**config.mk**
```make
export PLATFORM = sky130hd
export DESIGN_NAME = uart_rx_tout
export DESIGN_NICKNAME = d
export VERILOG_FILES = /design/src/rtl/uart_rx_pkg.sv /design/src/rtl/uart_rx_sampler.sv /design/src/rtl/uart_rx_fifo.sv /design/src/rtl/uart_rx_timeout.sv /design/src/rtl/uart_rx_tout.sv
export SDC_FILE = /design/constraint.sdc
export NUM_CORES = 1
export LEC_CHECK = 0
export BUFFER_PORTS_ARGS = -buffer_cell sky130_fd_sc_hd__buf_2
export CORE_UTILIZATION = 45
export CTS_BUF_LIST = sky130_fd_sc_hd__clkbuf_2
export CTS_CLUSTER_DIAMETER = 80
export DETAILED_ROUTE_END_ITERATION = 6
export GPL_TIMING_DRIVEN = 0
export RECOVER_POWER = 25
export SYNTH_ARGS = -nofsm -noshare
export SYNTH_HDL_FRONTEND = slang
export SYNTH_HIERARCHICAL = 1
export SYNTH_SLANG_ARGS = --single-unit
export TNS_END_PERCENT = 50
```
**constraint.sdc**
```tcl
create_clock -name clk_i -period 9.44 [get_ports clk_i]
set_clock_uncertainty 0.2 [all_clocks]
set_input_delay 0 -clock clk_i [delete_from_list [all_inputs] [get_ports clk_i]]
set_output_delay 0 -clock clk_i [all_outputs]
set_load 0.05 [all_outputs]
```
**src/rtl/uart_rx_pkg.sv**
```systemverilog
package uart_rx_pkg;

  typedef enum logic [2:0] {
    FMT_D7  = 3'd0,
    FMT_D8  = 3'd1,
    FMT_D7P = 3'd2,
    FMT_D8P = 3'd3,
    FMT_D9  = 3'd4
  } rx_fmt_e;

  typedef enum logic [1:0] {
    ST_IDLE,
    ST_START,
    ST_DATA,
    ST_STOP
  } rx_state_e;

  typedef struct packed {
    logic       par_err;
    logic       frm_err;
    logic [8:0] pay;
  } rx_entry_t;

  // payload bits after the start bit, parity included
  function automatic logic [3:0] fmt_bits(input logic [2:0] fmt);
    case (fmt)
      FMT_D7:           return 4'd7;
      FMT_D7P, FMT_D8:  return 4'd8;
      FMT_D8P, FMT_D9:  return 4'd9;
      default:          return 4'd8;
    endcase
  endfunction

  function automatic logic fmt_parity(input logic [2:0] fmt);
    return (fmt == FMT_D7P) || (fmt == FMT_D8P);
  endfunction

endpackage

```
**src/rtl/uart_rx_sampler.sv**
```systemverilog
module uart_rx_sampler
  import uart_rx_pkg::*;
#(
  parameter int OSR = 16
) (
  input  logic      clk_i,
  input  logic      rst_ni,
  input  logic      line_i,
  input  logic      en_i,
  input  logic      tick_i,
  input  logic [2:0] fmt_i,
  input  logic      parity_odd_i,
  input  logic      stop_two_i,
  output logic      done_o,
  output rx_entry_t entry_o,
  output logic      idle_o
);
  localparam int CW = $clog2(OSR);
  localparam logic [CW-1:0] MID  = CW'(OSR / 2 - 1);
  localparam logic [CW-1:0] LAST = CW'(OSR - 1);

  logic s_meta, s_sync, s_prev;
  logic fall;
  rx_state_e state;
  logic [CW-1:0] cnt;
  logic [3:0] bit_idx, nbits;
  logic [8:0] shreg;
  logic par_en, odd, two, stop_idx, ferr;

  always_ff @(posedge clk_i or negedge rst_ni) begin
    if (!rst_ni) begin
      s_meta <= 1'b1;
      s_sync <= 1'b1;
      s_prev <= 1'b1;
    end else begin
      s_meta <= line_i;
      s_sync <= s_meta;
      s_prev <= s_sync;
    end
  end

  assign fall   = s_prev & ~s_sync;
  assign idle_o = (state == ST_IDLE);

  always_ff @(posedge clk_i or negedge rst_ni) begin
    if (!rst_ni) begin
      state    <= ST_IDLE;
      cnt      <= '0;
      bit_idx  <= '0;
      nbits    <= 4'd8;
      shreg    <= '0;
      par_en   <= 1'b0;
      odd      <= 1'b0;
      two      <= 1'b0;
      stop_idx <= 1'b0;
      ferr     <= 1'b0;
      done_o   <= 1'b0;
      entry_o  <= '0;
    end else begin
      done_o <= 1'b0;
      case (state)
        ST_IDLE: begin
          if (en_i && fall) begin
            state <= ST_START;
            cnt   <= '0;
          end
        end
        ST_START: begin
          if (!en_i) begin
            state <= ST_IDLE;
          end else if (tick_i) begin
            if (cnt == MID) begin
              cnt <= '0;
              if (s_sync) begin
                state <= ST_IDLE;  // glitch
              end else begin
                state   <= ST_DATA;
                bit_idx <= '0;
                shreg   <= '0;
                nbits   <= fmt_bits(fmt_i);
                par_en  <= fmt_parity(fmt_i);
                odd     <= parity_odd_i;
                two     <= stop_two_i;
              end
            end else begin
              cnt <= cnt + 1'b1;
            end
          end
        end
        ST_DATA: begin
          if (!en_i) begin
            state <= ST_IDLE;
          end else if (tick_i) begin
            if (cnt == LAST) begin
              cnt     <= '0;
              shreg   <= shreg | (9'(s_sync) << bit_idx);
              bit_idx <= bit_idx + 1'b1;
              if (bit_idx == nbits - 4'd1) begin
                state    <= ST_STOP;
                stop_idx <= 1'b0;
                ferr     <= 1'b0;
              end
            end else begin
              cnt <= cnt + 1'b1;
            end
          end
        end
        ST_STOP: begin
          if (!en_i) begin
            state <= ST_IDLE;
          end else if (tick_i) begin
            if (cnt == LAST) begin
              cnt <= '0;
              if (stop_idx || !two) begin
                done_o          <= 1'b1;
                entry_o.pay     <= shreg;
                entry_o.frm_err <= ferr | ~s_sync;
                entry_o.par_err <= par_en & ((^shreg) ^ odd);
                state           <= ST_IDLE;
              end else begin
                stop_idx <= 1'b1;
                ferr     <= ~s_sync;
              end
            end else begin
              cnt <= cnt + 1'b1;
            end
          end
        end
        default: state <= ST_IDLE;
      endcase
    end
  end
endmodule

```
**src/rtl/uart_rx_fifo.sv**
```systemverilog
module uart_rx_fifo
  import uart_rx_pkg::*;
#(
  parameter int DEPTH = 16,
  parameter int HALF  = 8
) (
  input  logic      clk_i,
  input  logic      rst_ni,
  input  logic      clr_i,
  input  logic      push_i,
  input  rx_entry_t entry_i,
  input  logic      pop_i,
  output rx_entry_t head_o,
  output logic      empty_o,
  output logic      full_o,
  output logic      half_o,
  output logic      ovr_o,
  output logic      pe_any_o,
  output logic      fe_any_o
);
  localparam int PW = $clog2(DEPTH);
  localparam int CW = $clog2(DEPTH + 1);
  localparam logic [CW-1:0] FULL_C = CW'(DEPTH);
  localparam logic [CW-1:0] HALF_C = CW'(HALF);

  rx_entry_t mem [DEPTH];
  logic [PW-1:0] wr_ptr, rd_ptr, wr_nxt, rd_nxt;
  logic [CW-1:0] count, pe_cnt, fe_cnt;
  logic pop_ok, push_ok;

  generate
    if ((DEPTH & (DEPTH - 1)) == 0) begin : g_pow2
      assign wr_nxt = wr_ptr + 1'b1;
      assign rd_nxt = rd_ptr + 1'b1;
    end else begin : g_wrap
      assign wr_nxt = (wr_ptr == PW'(DEPTH - 1)) ? '0 : wr_ptr + 1'b1;
      assign rd_nxt = (rd_ptr == PW'(DEPTH - 1)) ? '0 : rd_ptr + 1'b1;
    end
  endgenerate

  assign head_o  = mem[rd_ptr];
  assign empty_o = (count == '0);
  assign full_o  = (count == FULL_C);
  assign half_o  = (count > HALF_C);
  assign pe_any_o = (pe_cnt != '0);
  assign fe_any_o = (fe_cnt != '0);
  assign pop_ok  = pop_i && !empty_o;
  // a read in the same cycle frees the slot being written
  assign push_ok = push_i && (!full_o || pop_ok);

  always_ff @(posedge clk_i) begin
    if (push_ok && !clr_i) mem[wr_ptr] <= entry_i;
  end

  always_ff @(posedge clk_i or negedge rst_ni) begin
    if (!rst_ni) begin
      wr_ptr <= '0;
      rd_ptr <= '0;
      count  <= '0;
      pe_cnt <= '0;
      fe_cnt <= '0;
      ovr_o  <= 1'b0;
    end else if (clr_i) begin
      wr_ptr <= '0;
      rd_ptr <= '0;
      count  <= '0;
      pe_cnt <= '0;
      fe_cnt <= '0;
      ovr_o  <= 1'b0;
    end else begin
      if (push_ok) wr_ptr <= wr_nxt;
      if (pop_ok)  rd_ptr <= rd_nxt;
      count  <= count + CW'(push_ok) - CW'(pop_ok);
      pe_cnt <= pe_cnt + CW'(push_ok & entry_i.par_err) - CW'(pop_ok & head_o.par_err);
      fe_cnt <= fe_cnt + CW'(push_ok & entry_i.frm_err) - CW'(pop_ok & head_o.frm_err);
      if (push_i && !push_ok) ovr_o <= 1'b1;
    end
  end
endmodule

```
**src/rtl/uart_rx_timeout.sv**
```systemverilog
module uart_rx_timeout #(
  parameter int OSR = 16,
  parameter int TW  = 8
) (
  input  logic          clk_i,
  input  logic          rst_ni,
  input  logic          tick_i,
  input  logic          idle_i,
  input  logic          reload_i,
  input  logic [TW-1:0] reload_val_i,
  input  logic          fifo_empty_i,
  output logic          tout_idle_o,
  output logic          tout_busy_o
);
  localparam int CW = $clog2(OSR);
  localparam logic [CW-1:0] LAST = CW'(OSR - 1);

  logic [CW-1:0] pre;
  logic [TW-1:0] cnt;
  logic bit_end;

  assign bit_end = idle_i && tick_i && (pre == LAST);

  always_ff @(posedge clk_i or negedge rst_ni) begin
    if (!rst_ni) begin
      pre         <= '0;
      cnt         <= '0;
      tout_idle_o <= 1'b0;
      tout_busy_o <= 1'b0;
    end else if (reload_i) begin
      pre         <= '0;
      cnt         <= reload_val_i;
      tout_idle_o <= 1'b0;
      tout_busy_o <= 1'b0;
    end else begin
      if (!idle_i)     pre <= '0;
      else if (tick_i) pre <= bit_end ? '0 : pre + 1'b1;
      if (bit_end && cnt != '0) begin
        cnt <= cnt - 1'b1;
        if (cnt == TW'(1)) begin
          tout_idle_o <= fifo_empty_i;
          tout_busy_o <= ~fifo_empty_i;
        end
      end
    end
  end
endmodule

```
**src/rtl/uart_rx_tout.sv**
```systemverilog
module uart_rx_tout
  import uart_rx_pkg::*;
#(
  parameter int OSR   = 16,
  parameter int DEPTH = 16,
  parameter int HALF  = 8,
  parameter int TW    = 8
) (
  input  logic          clk_i,
  input  logic          rst_ni,
  input  logic          rx_i,
  input  logic          tx_loop_i,
  input  logic          loopback_i,
  input  logic          rx_en_i,
  input  logic [2:0]    fmt_i,
  input  logic          parity_odd_i,
  input  logic          stop_two_i,
  input  logic          tick_i,
  input  logic [TW-1:0] tout_reload_i,
  input  logic          fifo_clr_i,
  input  logic          rd_en_i,
  output logic [9:0]    rd_data_o,
  output logic          empty_o,
  output logic          full_o,
  output logic          half_full_o,
  output logic          overrun_o,
  output logic          parity_err_o,
  output logic          frame_err_o,
  output logic          tout_idle_o,
  output logic          tout_busy_o
);
  logic      line, smp_done, smp_idle, reload;
  rx_entry_t smp_entry, head;

  assign line = loopback_i ? tx_loop_i : rx_i;

  uart_rx_sampler #(.OSR(OSR)) u_smp (
    .clk_i, .rst_ni,
    .line_i       (line),
    .en_i         (rx_en_i),
    .tick_i,
    .fmt_i,
    .parity_odd_i,
    .stop_two_i,
    .done_o       (smp_done),
    .entry_o      (smp_entry),
    .idle_o       (smp_idle)
  );

  uart_rx_fifo #(.DEPTH(DEPTH), .HALF(HALF)) u_fifo (
    .clk_i, .rst_ni,
    .clr_i    (fifo_clr_i),
    .push_i   (smp_done),
    .entry_i  (smp_entry),
    .pop_i    (rd_en_i),
    .head_o   (head),
    .empty_o,
    .full_o,
    .half_o   (half_full_o),
    .ovr_o    (overrun_o),
    .pe_any_o (parity_err_o),
    .fe_any_o (frame_err_o)
  );

  assign reload = smp_done | (rd_en_i & ~empty_o) | fifo_clr_i;

  uart_rx_timeout #(.OSR(OSR), .TW(TW)) u_tout (
    .clk_i, .rst_ni,
    .tick_i,
    .idle_i       (smp_idle),
    .reload_i     (reload),
    .reload_val_i (tout_reload_i),
    .fifo_empty_i (empty_o),
    .tout_idle_o,
    .tout_busy_o
  );

  assign rd_data_o = {head.par_err | head.frm_err, head.pay};
endmodule

```
==> impl_metrics.sql, run 1 <==
INSERT INTO impl_metrics (metric_group, metric, value, unit) VALUES
('outcome', 'outcome', 'complete, but fails checks', ''),
('outcome', 'violations_in_the_final_reports', 'capacitance limit, slew limit', ''),
('clock_network', 'cts_tree', 'yes', ''),
('floorplan', 'number_of_top_level_pins', '40', ''),
('logic_synthesis', 'synth_warnings', '6', ''),
('pwr', 'seq_power_share', '0.481', ''),
('flow_run', 'timing.max_cap.violations', '1', ''),
('logic_synthesis', 'post_synth_num_cell_types', '74', ''),
('pwr', 'share_of_total_power_in_the_clock_network', '0.282', ''),
('routing', 'drc_errors', '0', ''),
('global_route', 'gr-total-overflow', '0', ''),
('worst_setup_path', 'worst_setup_path_start_kind', 'register', ''),
('place', 'gp_congestion', '0.820', ''),
('routing', 'routed_wl', '24300', 'µm'),
('global_route', 'vias_in_the_first_global_route', '7664', ''),
('clock_network', 'cts_post_setup_buffers_inserted', '0', ''),
('pwr', 'power_per_cell_area', '199', 'mW/mm²'),
('floorplan', 'die_area', '0.0260', 'mm²'),
('timing', 'worst_margin_slew', '2.10', 'ns'),
('clock_network', 'clkSlewWorstSetupHoldPaths', '0.09', 'ns'),
('worst_setup_path', 'timing.setup.critical_path_class', 'register to register', ''),
('worst_setup_path', 'cell_family_with_the_largest_share_of_critical_path_delay', 'buffers and inverters', ''),
('logic_synthesis', 'synth_async_sr_flop_share', '0.313', ''),
('clock_network', 'numCtsBuffers', '68', ''),
('global_route', 'grt_max_degree', '46', ''),
('timing', 'setup_total_negative_slack', '0', 'ns'),
('place', 'dp_cells', '1159', ''),
('floorplan', 'die-height', '161', 'µm'),
('routing', 'drt_pre_antenna_iters', '7', ''),
('clock_network', 'clkLatencyLatePin', '0.77', 'ns'),
('worst_setup_path', 'cp_slowest_cell', 'sky130_fd_sc_hd__dlygate4sd3_1', ''),
('finish', 'finish.net_count', '1026', ''),
('logic_synthesis', 'synthesis.nets', '848', ''),
('place', 'portBuffers', '39', ''),
('pwr', 'max-vdd-ir-drop', '0.0000955', 'V'),
('timing', 'period_needed', '4.38', 'ns'),
('floorplan', 'placementRows', '57', ''),
('pwr', 'power_frac_comb', '0.237', ''),
('pwr', 'swShare', '0.311', ''),
('clock_network', 'ctsResizeCount', '0', ''),
('worst_setup_path', 'cp_max_fo', '10', ''),
('worst_setup_path', 'endpoint_kind', 'register', ''),
('worst_setup_path', 'cp_slowest_stage_delay', '0.59', 'ns'),
('pwr', 'cell_internal_pwr', '1.83', 'mW'),
('clock_network', 'ctsHoldBuffers', '64', ''),
('min_path', 'hold_class', 'input pin to register', ''),
('timing', 'drv_slew', '36', ''),
('timing', 'hold_violations', '0', ''),
('timing', 'timing.max_slew.rel_slack', '-0.399', ''),
('logic_synthesis', 'syn-instance-count', '791', ''),
('routing', 'ant_nets', '0', ''),
('global_route', 'grt.total_usage', '0.194', ''),
('finish', 'finalNonFillerCells', '1338', ''),
('clock_network', 'clockRootBuffer', 'sky130_fd_sc_hd__clkbuf_2', ''),
('routing', 'post_drt_wl_per_cell', '18.1', 'µm'),
('logic_synthesis', 'avg_synthesized_cell_area', '14.4', 'µm²'),
('floorplan', 'die_width', '161', 'µm'),
('pwr', 'leakage', '5.61', 'nW'),
('worst_setup_path', 'worstPathCellList', 'inv_1 > ha_1 > or4b_1 > clkbuf_1 > inv_1 > o21ai_0 > clkinv_1 > nand3_1 > o31ai_1 > dlygate4sd3_1 > a31o_2 > dlygate4sd3_1', ''),
('worst_setup_path', 'worst-endpoint-arrival', '4.81', 'ns'),
('timing', 'max_freq', '228', 'MHz'),
('global_route', 'number_of_antenna_violations_at_the_first_check_in_global_routing', '1', ''),
('finish', 'layout.filler_cells', '2017', ''),
('routing', 'route.detailed.vias_per_inst', '5.36', ''),
('logic_synthesis', 'synthesis.area', '0.0114', 'mm²'),
('timing', 'min_period_over_period', '0.464', ''),
('worst_setup_path', 'critical_path_required', '9.87', 'ns'),
('floorplan', 'design.core.area', '0.0246', 'mm²'),
('floorplan', 'starting_density_of_the_core', '0.464', ''),
('logic_synthesis', 'synth_sequential_area_ratio', '0.638', ''),
('clock_network', 'cts.sinks', '256', '');
[flip-flops by register name, indices dropped and copies added (netlist names), 5 cells and up]
name           cells
u_tout/cnt         8
u_fifo/fe_cnt      5
u_fifo/count       5
u_smp/entry_o     11
u_fifo/mem       176
u_smp/shreg        9
u_fifo/pe_cnt      5
[through the flow]
| step | setup slack (ns) | power [mW] | util | area (µm²) | hold slack (ns) |
|---|---|---|---|---|---|
| after detailed placement | 5.99 | 1.89 | 0.493 | 12100 | -0.196 |
| after floorplan | 6.40 | 1.75 | - | 11400 | -0.496 |
| after global placement | 5.96 | 1.86 | 0.489 | 12000 | -0.00263 |
| final | 5.06 | 2.65 | 0.543 | 13400 | 0.0789 |
| after global routing | 4.82 | 2.81 | 0.543 | 13400 | 0.0743 |
| after CTS | 5.21 | 2.69 | 0.543 | 13400 | 0.00330 |
[final timing paths]
check / start / end / slack [ns] / cells after the start
worst max-delay path: u_fifo/count[2] / u_tout/cnt[4] / 5.06 / 12
worst min-delay path: rx_en_i / u_smp/cnt[2] / 0.08 / 4
worst max register to register: u_fifo/count[2] / u_tout/cnt[4] / 5.06 / 12
worst min register to register: u_smp/s_meta / u_smp/s_sync / 0.18 / 0
max in group asynchronous: rst_ni / u_fifo/rd_ptr[0] / 6.37 / 5
min in group asynchronous: rst_ni / u_tout/cnt[6] / 1.44 / 5
[placed cells by master (no fill, tap or decap), types with 5 or more instances in the layout]
cell type / instances
sky130_fd_sc_hd__dfrtp_1: 76
sky130_fd_sc_hd__clkbuf_1: 11
sky130_fd_sc_hd__or4_1: 5
sky130_fd_sc_hd__a221oi_1: 17
sky130_fd_sc_hd__ha_1: 32
sky130_fd_sc_hd__o21ai_0: 22
sky130_fd_sc_hd__mux2_2: 13
sky130_fd_sc_hd__nand2_1: 49
sky130_fd_sc_hd__mux4_2: 20
sky130_fd_sc_hd__buf_4: 7
sky130_fd_sc_hd__buf_2: 45
sky130_fd_sc_hd__mux2i_1: 41
sky130_fd_sc_hd__a31oi_1: 11
sky130_fd_sc_hd__nand3_1: 18
sky130_fd_sc_hd__xor2_1: 11
sky130_fd_sc_hd__inv_1: 37
sky130_fd_sc_hd__a22oi_1: 9
sky130_fd_sc_hd__clkinv_1: 15
sky130_fd_sc_hd__a21oi_1: 15
sky130_fd_sc_hd__nor3_1: 5
sky130_fd_sc_hd__dlygate4sd3_1: 63
sky130_fd_sc_hd__clkbuf_2: 94
sky130_fd_sc_hd__nand2b_1: 5
sky130_fd_sc_hd__edfxtp_1: 176
sky130_fd_sc_hd__a21o_1: 6
sky130_fd_sc_hd__nor2_1: 63
sky130_fd_sc_hd__buf_6: 10
sky130_fd_sc_hd__xnor2_1: 18
sky130_fd_sc_hd__nor2b_1: 15
[power by group through the flow]
stage                     sequential (mW)  combinational [mW]  clock (mW)
after global placement               1.29               0.565           0
after detailed placement             1.30               0.593           0
final                                1.28               0.628       0.749
after global routing                 1.28               0.686       0.843
after CTS                            1.27               0.628       0.785
after floorplan                      1.29               0.463           0
[layer usage]
metal	global-route usage	vias up	wire length (µm)
met5	0	-	0
met4	0.0733	0	430
met3	0.0360	45	1130
met2	0.336	195	12200
met1	0.243	3550	10500
li1	-	3386	-
[cell type report]
type	count	area, µm²	area share
tap	324	405	0.0304
buffer	32	253	0.0189
clock inverter	20	131	0.00984
sequential	256	7290	0.546
inverter	39	146	0.0110
timing repair buffer	108	897	0.0672
antenna	1	2.50	0.000187
multi-input combinational	464	3760	0.281
clock buffer	94	470	0.0352
[worst register-to-register path, cell delays in order, from the launching register on]
cell	delay [ns]
sky130_fd_sc_hd__dfrtp_1	0.36
sky130_fd_sc_hd__inv_1	0.08
sky130_fd_sc_hd__ha_1	0.22
sky130_fd_sc_hd__or4b_1	0.16
sky130_fd_sc_hd__clkbuf_1	0.26
sky130_fd_sc_hd__inv_1	0.14
sky130_fd_sc_hd__o21ai_0	0.55
sky130_fd_sc_hd__clkinv_1	0.48
sky130_fd_sc_hd__nand3_1	0.31
sky130_fd_sc_hd__o31ai_1	0.13
sky130_fd_sc_hd__dlygate4sd3_1	0.59
sky130_fd_sc_hd__a31o_2	0.22
sky130_fd_sc_hd__dlygate4sd3_1	0.55
[synthesized netlist by cell type, types with 9 or more instances]
cell	instances	share of area
sky130_fd_sc_hd__edfxtp_1	176	0.46
sky130_fd_sc_hd__dfrtp_1	76	0.17
sky130_fd_sc_hd__nor2_1	63	0.021
sky130_fd_sc_hd__nand2_1	49	0.016
sky130_fd_sc_hd__mux2i_1	41	0.036
sky130_fd_sc_hd__inv_1	37	0.012
sky130_fd_sc_hd__ha_1	32	0.035
sky130_fd_sc_hd__o21ai_0	22	0.0096
sky130_fd_sc_hd__mux4_2	20	0.039
sky130_fd_sc_hd__nand3_1	18	0.0079
sky130_fd_sc_hd__xnor2_1	18	0.014
sky130_fd_sc_hd__a221oi_1	17	0.013
sky130_fd_sc_hd__a21oi_1	15	0.0066
sky130_fd_sc_hd__nor2b_1	15	0.0082
sky130_fd_sc_hd__mux2_2	13	0.013
sky130_fd_sc_hd__a31oi_1	11	0.0060
sky130_fd_sc_hd__xor2_1	11	0.0084
sky130_fd_sc_hd__a22oi_1	9	0.0059
sky130_fd_sc_hd__clkbuf_1	9	0.0030
sky130_fd_sc_hd__nor3_1	9	0.0039
[logic make-up (layout without fill, tap and decap cells)]
kind of cell,Yosys count,count (layout),synth area share
DFF,256,256,0.638
buffers and inverters,71,293,0.0349
and+or+nand+nor,198,198,0.0889
muxes,80,80,0.0996
AOI/OAI and AO/OA,122,122,0.0759
xor gates and xnor gates,29,29,0.0222
other,0,1,0
adders and majority gates,35,35,0.0403
No activity file was read; power rests on OpenSTA's default activity.
==> run 2, diff against run 1 <==
--- a/config.mk
+++ b/config.mk
@@ -5,6 +5,7 @@
 export SDC_FILE = /design/constraint.sdc
 export NUM_CORES = 1
 export LEC_CHECK = 0
+export ABC_AREA = 1
 export BUFFER_PORTS_ARGS = -buffer_cell sky130_fd_sc_hd__buf_2
 export CORE_UTILIZATION = 45
 export CTS_BUF_LIST = sky130_fd_sc_hd__clkbuf_2
==> constraint.sdc (replaced) <==
create_clock -name clk_i -period 4.3 [get_ports clk_i]
set_clock_uncertainty 0.2 [all_clocks]
set_input_delay 0 -clock clk_i [delete_from_list [all_inputs] [get_ports clk_i]]
set_output_delay 0 -clock clk_i [all_outputs]
set_load 0.05 [all_outputs]
==> impl_metrics.sql, run 2 <==
INSERT INTO impl_metrics (metric_group, metric, value, unit) VALUES
('outcome', 'outcome', 'complete, but fails checks', ''),
('outcome', 'violations_in_the_final_reports', 'capacitance limit, slew limit', ''),
('finish', 'finalNonFillerCells', '1767', ''),
('flow_run', 'timing.max_cap.violations', '1', ''),
('logic_synthesis', 'synth_top_cells_by_area', 'sky130_fd_sc_hd__edfxtp_1, sky130_fd_sc_hd__dfrtp_1, sky130_fd_sc_hd__nand2_1', ''),
('floorplan', 'die_width', '164', 'µm'),
('floorplan', 'starting_density_of_the_core', '0.464', ''),
('worst_setup_path', 'timing.setup.critical_path_class', 'register to register', ''),
('finish', 'reg.largest.list', 'u_fifo/mem: 176 flops, u_smp/entry_o: 11 flops, u_smp/shreg: 9 flops', ''),
('worst_setup_path', 'worst-endpoint-arrival', '4.53', 'ns'),
('pwr', 'leakage', '6.32', 'nW'),
('worst_setup_path', 'cp_max_fo', '10', ''),
('timing', 'final.hold.worst_slack', '0.0930', 'ns'),
('logic_synthesis', 'number_of_flops_mapped_to_enable_cells_by_yosys', '176', ''),
('logic_synthesis', 'synthesis.nets', '1249', ''),
('pwr', 'power_per_cell_area', '483', 'mW/mm²'),
('timing', 'drv_slew', '25', ''),
('place', 'placement_cell_area', '0.0125', 'mm²'),
('pwr', 'p_total', '6.75', 'mW'),
('clock_network', 'cts.sinks', '256', ''),
('finish', 'layout.core_utilization', '0.549', ''),
('clock_network', 'clkSlewWorstSetupHoldPaths', '0.10', 'ns'),
('min_path', 'hold_class', 'input pin to register', ''),
('clock_network', 'clockRootBuffer', 'sky130_fd_sc_hd__clkbuf_2', ''),
('finish', 'drive_gt1_frac', '0.153', ''),
('global_route', 'grt_pass1_wl', '46600', 'µm'),
('place', 'portBuffers', '39', ''),
('logic_synthesis', 'post_synth_most_frequent_cells', 'sky130_fd_sc_hd__nand2_1, sky130_fd_sc_hd__edfxtp_1, sky130_fd_sc_hd__nor2_1, sky130_fd_sc_hd__inv_1, sky130_fd_sc_hd__dfrtp_1', ''),
('timing', 'period_needed', '4.06', 'ns'),
('timing', 'rsz_0062_raised_after_global_routing', 'no', ''),
('routing', 'routed_wl', '29100', 'µm'),
('clock_network', 'clkLatencyLatePin', '0.80', 'ns'),
('pwr', 'max-vdd-ir-drop', '0.000302', 'V'),
('place', 'dpl_worst_slack', '1.06', 'ns'),
('logic_synthesis', 'avg_synthesized_cell_area', '9.91', 'µm²'),
('logic_synthesis', 'yosysTopAreaCellShare', '0.447', ''),
('floorplan', 'die-height', '164', 'µm'),
('logic_synthesis', 'post-synth-top-count-cell', 'sky130_fd_sc_hd__nand2_1', ''),
('place', 'dp_hpwl', '18500', 'µm'),
('logic_synthesis', 'post_synth_num_cell_types', '39', ''),
('worst_setup_path', 'worst_setup_path_start_kind', 'register', ''),
('clock_network', 'clock_tree.htree_level_count', '3', ''),
('logic_synthesis', 'synth_warnings', '6', ''),
('timing', 'final_critical_path_setup_slack', '0.243', 'ns'),
('timing', 'setup-violations-final', '0', ''),
('finish', 'layout-area-overhead-vs-synth', '18.4', '%'),
('logic_synthesis', 'synth_sequential_area_ratio', '0.617', ''),
('clock_network', 'cts_tree', 'yes', ''),
('routing', 'drc_errors', '0', ''),
('logic_synthesis', 'synth_top_area_cell', 'sky130_fd_sc_hd__edfxtp_1', ''),
('logic_synthesis', 'synthesis.area', '0.0118', 'mm²'),
('clock_network', 'cts_max_path_buffers', '3', ''),
('worst_setup_path', 'critical_path_required', '4.77', 'ns'),
('logic_synthesis', 'ys_ff_latch', '256', ''),
('routing', 'dr.first_iter.drc_count', '529', ''),
('routing', 'drt_pre_antenna_iters', '5', ''),
('finish', 'mostFrequentLayoutCell', 'sky130_fd_sc_hd__nand2_1', ''),
('timing', 'setup_total_negative_slack', '0', 'ns'),
('worst_setup_path', 'endpoint_kind', 'register', ''),
('routing', 'ant_nets', '0', ''),
('floorplan', 'placementRows', '58', ''),
('floorplan', 'design.core.area', '0.0255', 'mm²'),
('logic_synthesis', 'synth_async_sr_flop_share', '0.313', ''),
('routing', 'post_drt_wl_per_cell', '16.5', 'µm'),
('clock_network', 'numCtsBuffers', '68', ''),
('timing', 'max_freq', '246', 'MHz'),
('timing', 'hold_violations', '0', ''),
('finish', 'finish.net_count', '1445', ''),
('timing', 'timing.max_slew.rel_slack', '-0.0928', ''),
('timing', 'min_period_over_period', '0.943', ''),
('global_route', 'grt.total_usage', '0.230', ''),
('routing', 'routed_via_count', '8926', ''),
('timing', 'worst_margin_slew', '1.64', 'ns'),
('place', 'dp_cells', '1562', ''),
('finish', 'final_cell_mix', 'sky130_fd_sc_hd__nand2_1, sky130_fd_sc_hd__edfxtp_1, sky130_fd_sc_hd__nor2_1', ''),
('finish', 'regMostFlops', 'u_fifo/mem', ''),
('place', 'gp_congestion', '0.837', ''),
('global_route', 'number_of_antenna_violations_at_the_first_check_in_global_routing', '1', ''),
('floorplan', 'die_area', '0.0269', 'mm²'),
('global_route', 'vias_in_the_first_global_route', '8891', ''),
('logic_synthesis', 'syn-instance-count', '1192', ''),
('finish', 'final_cell_area', '0.0140', 'mm²'),
('finish', 'largest_register_ffs', '176', ''),
('routing', 'route.detailed.vias_per_inst', '5.05', ''),
('global_route', 'gr-total-overflow', '0', ''),
('global_route', 'grt_max_degree', '57', ''),
('floorplan', 'number_of_top_level_pins', '40', ''),
('logic_synthesis', 'synth_flop_cell', 'sky130_fd_sc_hd__edfxtp_1', '');
==> run 2: changes by cell type after synthesis, moves of 13 or more <==
cell	previous run	this run
sky130_fd_sc_hd__mux4_2	20	0
sky130_fd_sc_hd__a221oi_1	17	0
sky130_fd_sc_hd__mux2_2	13	0
sky130_fd_sc_hd__xnor2_1	18	4
sky130_fd_sc_hd__o21ai_1	1	14
sky130_fd_sc_hd__inv_1	37	100
sky130_fd_sc_hd__nor2_1	63	128
sky130_fd_sc_hd__o211ai_1	3	18
sky130_fd_sc_hd__a21oi_1	15	62
sky130_fd_sc_hd__o21ai_0	22	64
sky130_fd_sc_hd__nand2_1	49	319
sky130_fd_sc_hd__mux2i_1	41	0
sky130_fd_sc_hd__nor2b_1	15	0
sky130_fd_sc_hd__nand3_1	18	72
==> run 2: layer usage <==
metal / part of all wire / track usage
met5: 0 / 0
met1: 0.43 / 0.293
met2: 0.49 / 0.389
met4: 0.025 / 0.0800
met3: 0.055 / 0.0465
==> run 2: cell families after synthesis <==
group	Yosys count	synth area share
adder cells (fa/ha/maj)	35	0.0390
XOR/XNOR	13	0.00964
AO/OA/AOI/OAI	175	0.0815
buffers and inverters	146	0.0519
AND/OR/NAND/NOR	567	0.201
flip-flops	256	0.617
==> run 2: path summary, 6_finish.rpt <==
check | startpoint | cells after the start | slack (ns) | endpoint
hold reg to reg | u_smp/s_meta | 0 | 0.16 | u_smp/s_sync
setup / recovery | u_fifo/count[2] | 16 | 0.24 | u_tout/cnt[1]
max in group asynchronous | rst_ni | 6 | 1.66 | u_smp/s_meta
setup reg to reg | u_fifo/count[2] | 16 | 0.24 | u_tout/cnt[1]
min in group asynchronous | rst_ni | 5 | 1.19 | u_fifo/count[0]
hold / removal | rx_en_i | 5 | 0.09 | u_smp/nbits[2]
==> run 2: cell type report <==
class                      count  area [µm²]
fill                        2300       11500
sequential                   256        7290
multi-input combinational    790        3910
timing repair buffer         126        1080
clock buffer                  97         485
tap                          330         413
inverter                     108         405
buffer                        38         209
clock inverter                21         194
antenna                        1        2.50
==> run 2: worst max-delay path: stages, from the launching register on <==
cell                            delay (ns)
sky130_fd_sc_hd__dfrtp_1              0.39
sky130_fd_sc_hd__inv_1                0.11
sky130_fd_sc_hd__ha_1                 0.17
sky130_fd_sc_hd__nand3_1              0.13
sky130_fd_sc_hd__inv_2                0.12
sky130_fd_sc_hd__inv_1                0.04
sky130_fd_sc_hd__nand2_1              0.05
sky130_fd_sc_hd__nand2_1              0.05
sky130_fd_sc_hd__buf_2                0.18
sky130_fd_sc_hd__nand2_1              0.08
sky130_fd_sc_hd__dlygate4sd3_1        0.56
sky130_fd_sc_hd__o21ai_0              0.08
sky130_fd_sc_hd__dlygate4sd3_1        0.57
sky130_fd_sc_hd__nand2_2              0.06
sky130_fd_sc_hd__dlygate4sd3_1        0.55
sky130_fd_sc_hd__o21ai_2              0.05
sky130_fd_sc_hd__dlygate4sd3_1        0.55
==> run 2: timing repair <==
item,in CTS,in global routing
hold buffers,86,0
hold endpoints to repair,158,0
setup endpoints to repair,0,5
resized for setup,0,4
setup buffers,0,0
==> run 2: power by group <==
group	total, mW	switching [mW]	internal (mW)
clock network	1.83	0.980	0.846
logic	2.05	1.35	0.701
registers	2.87	0.126	2.75
total	6.75	2.46	4.29
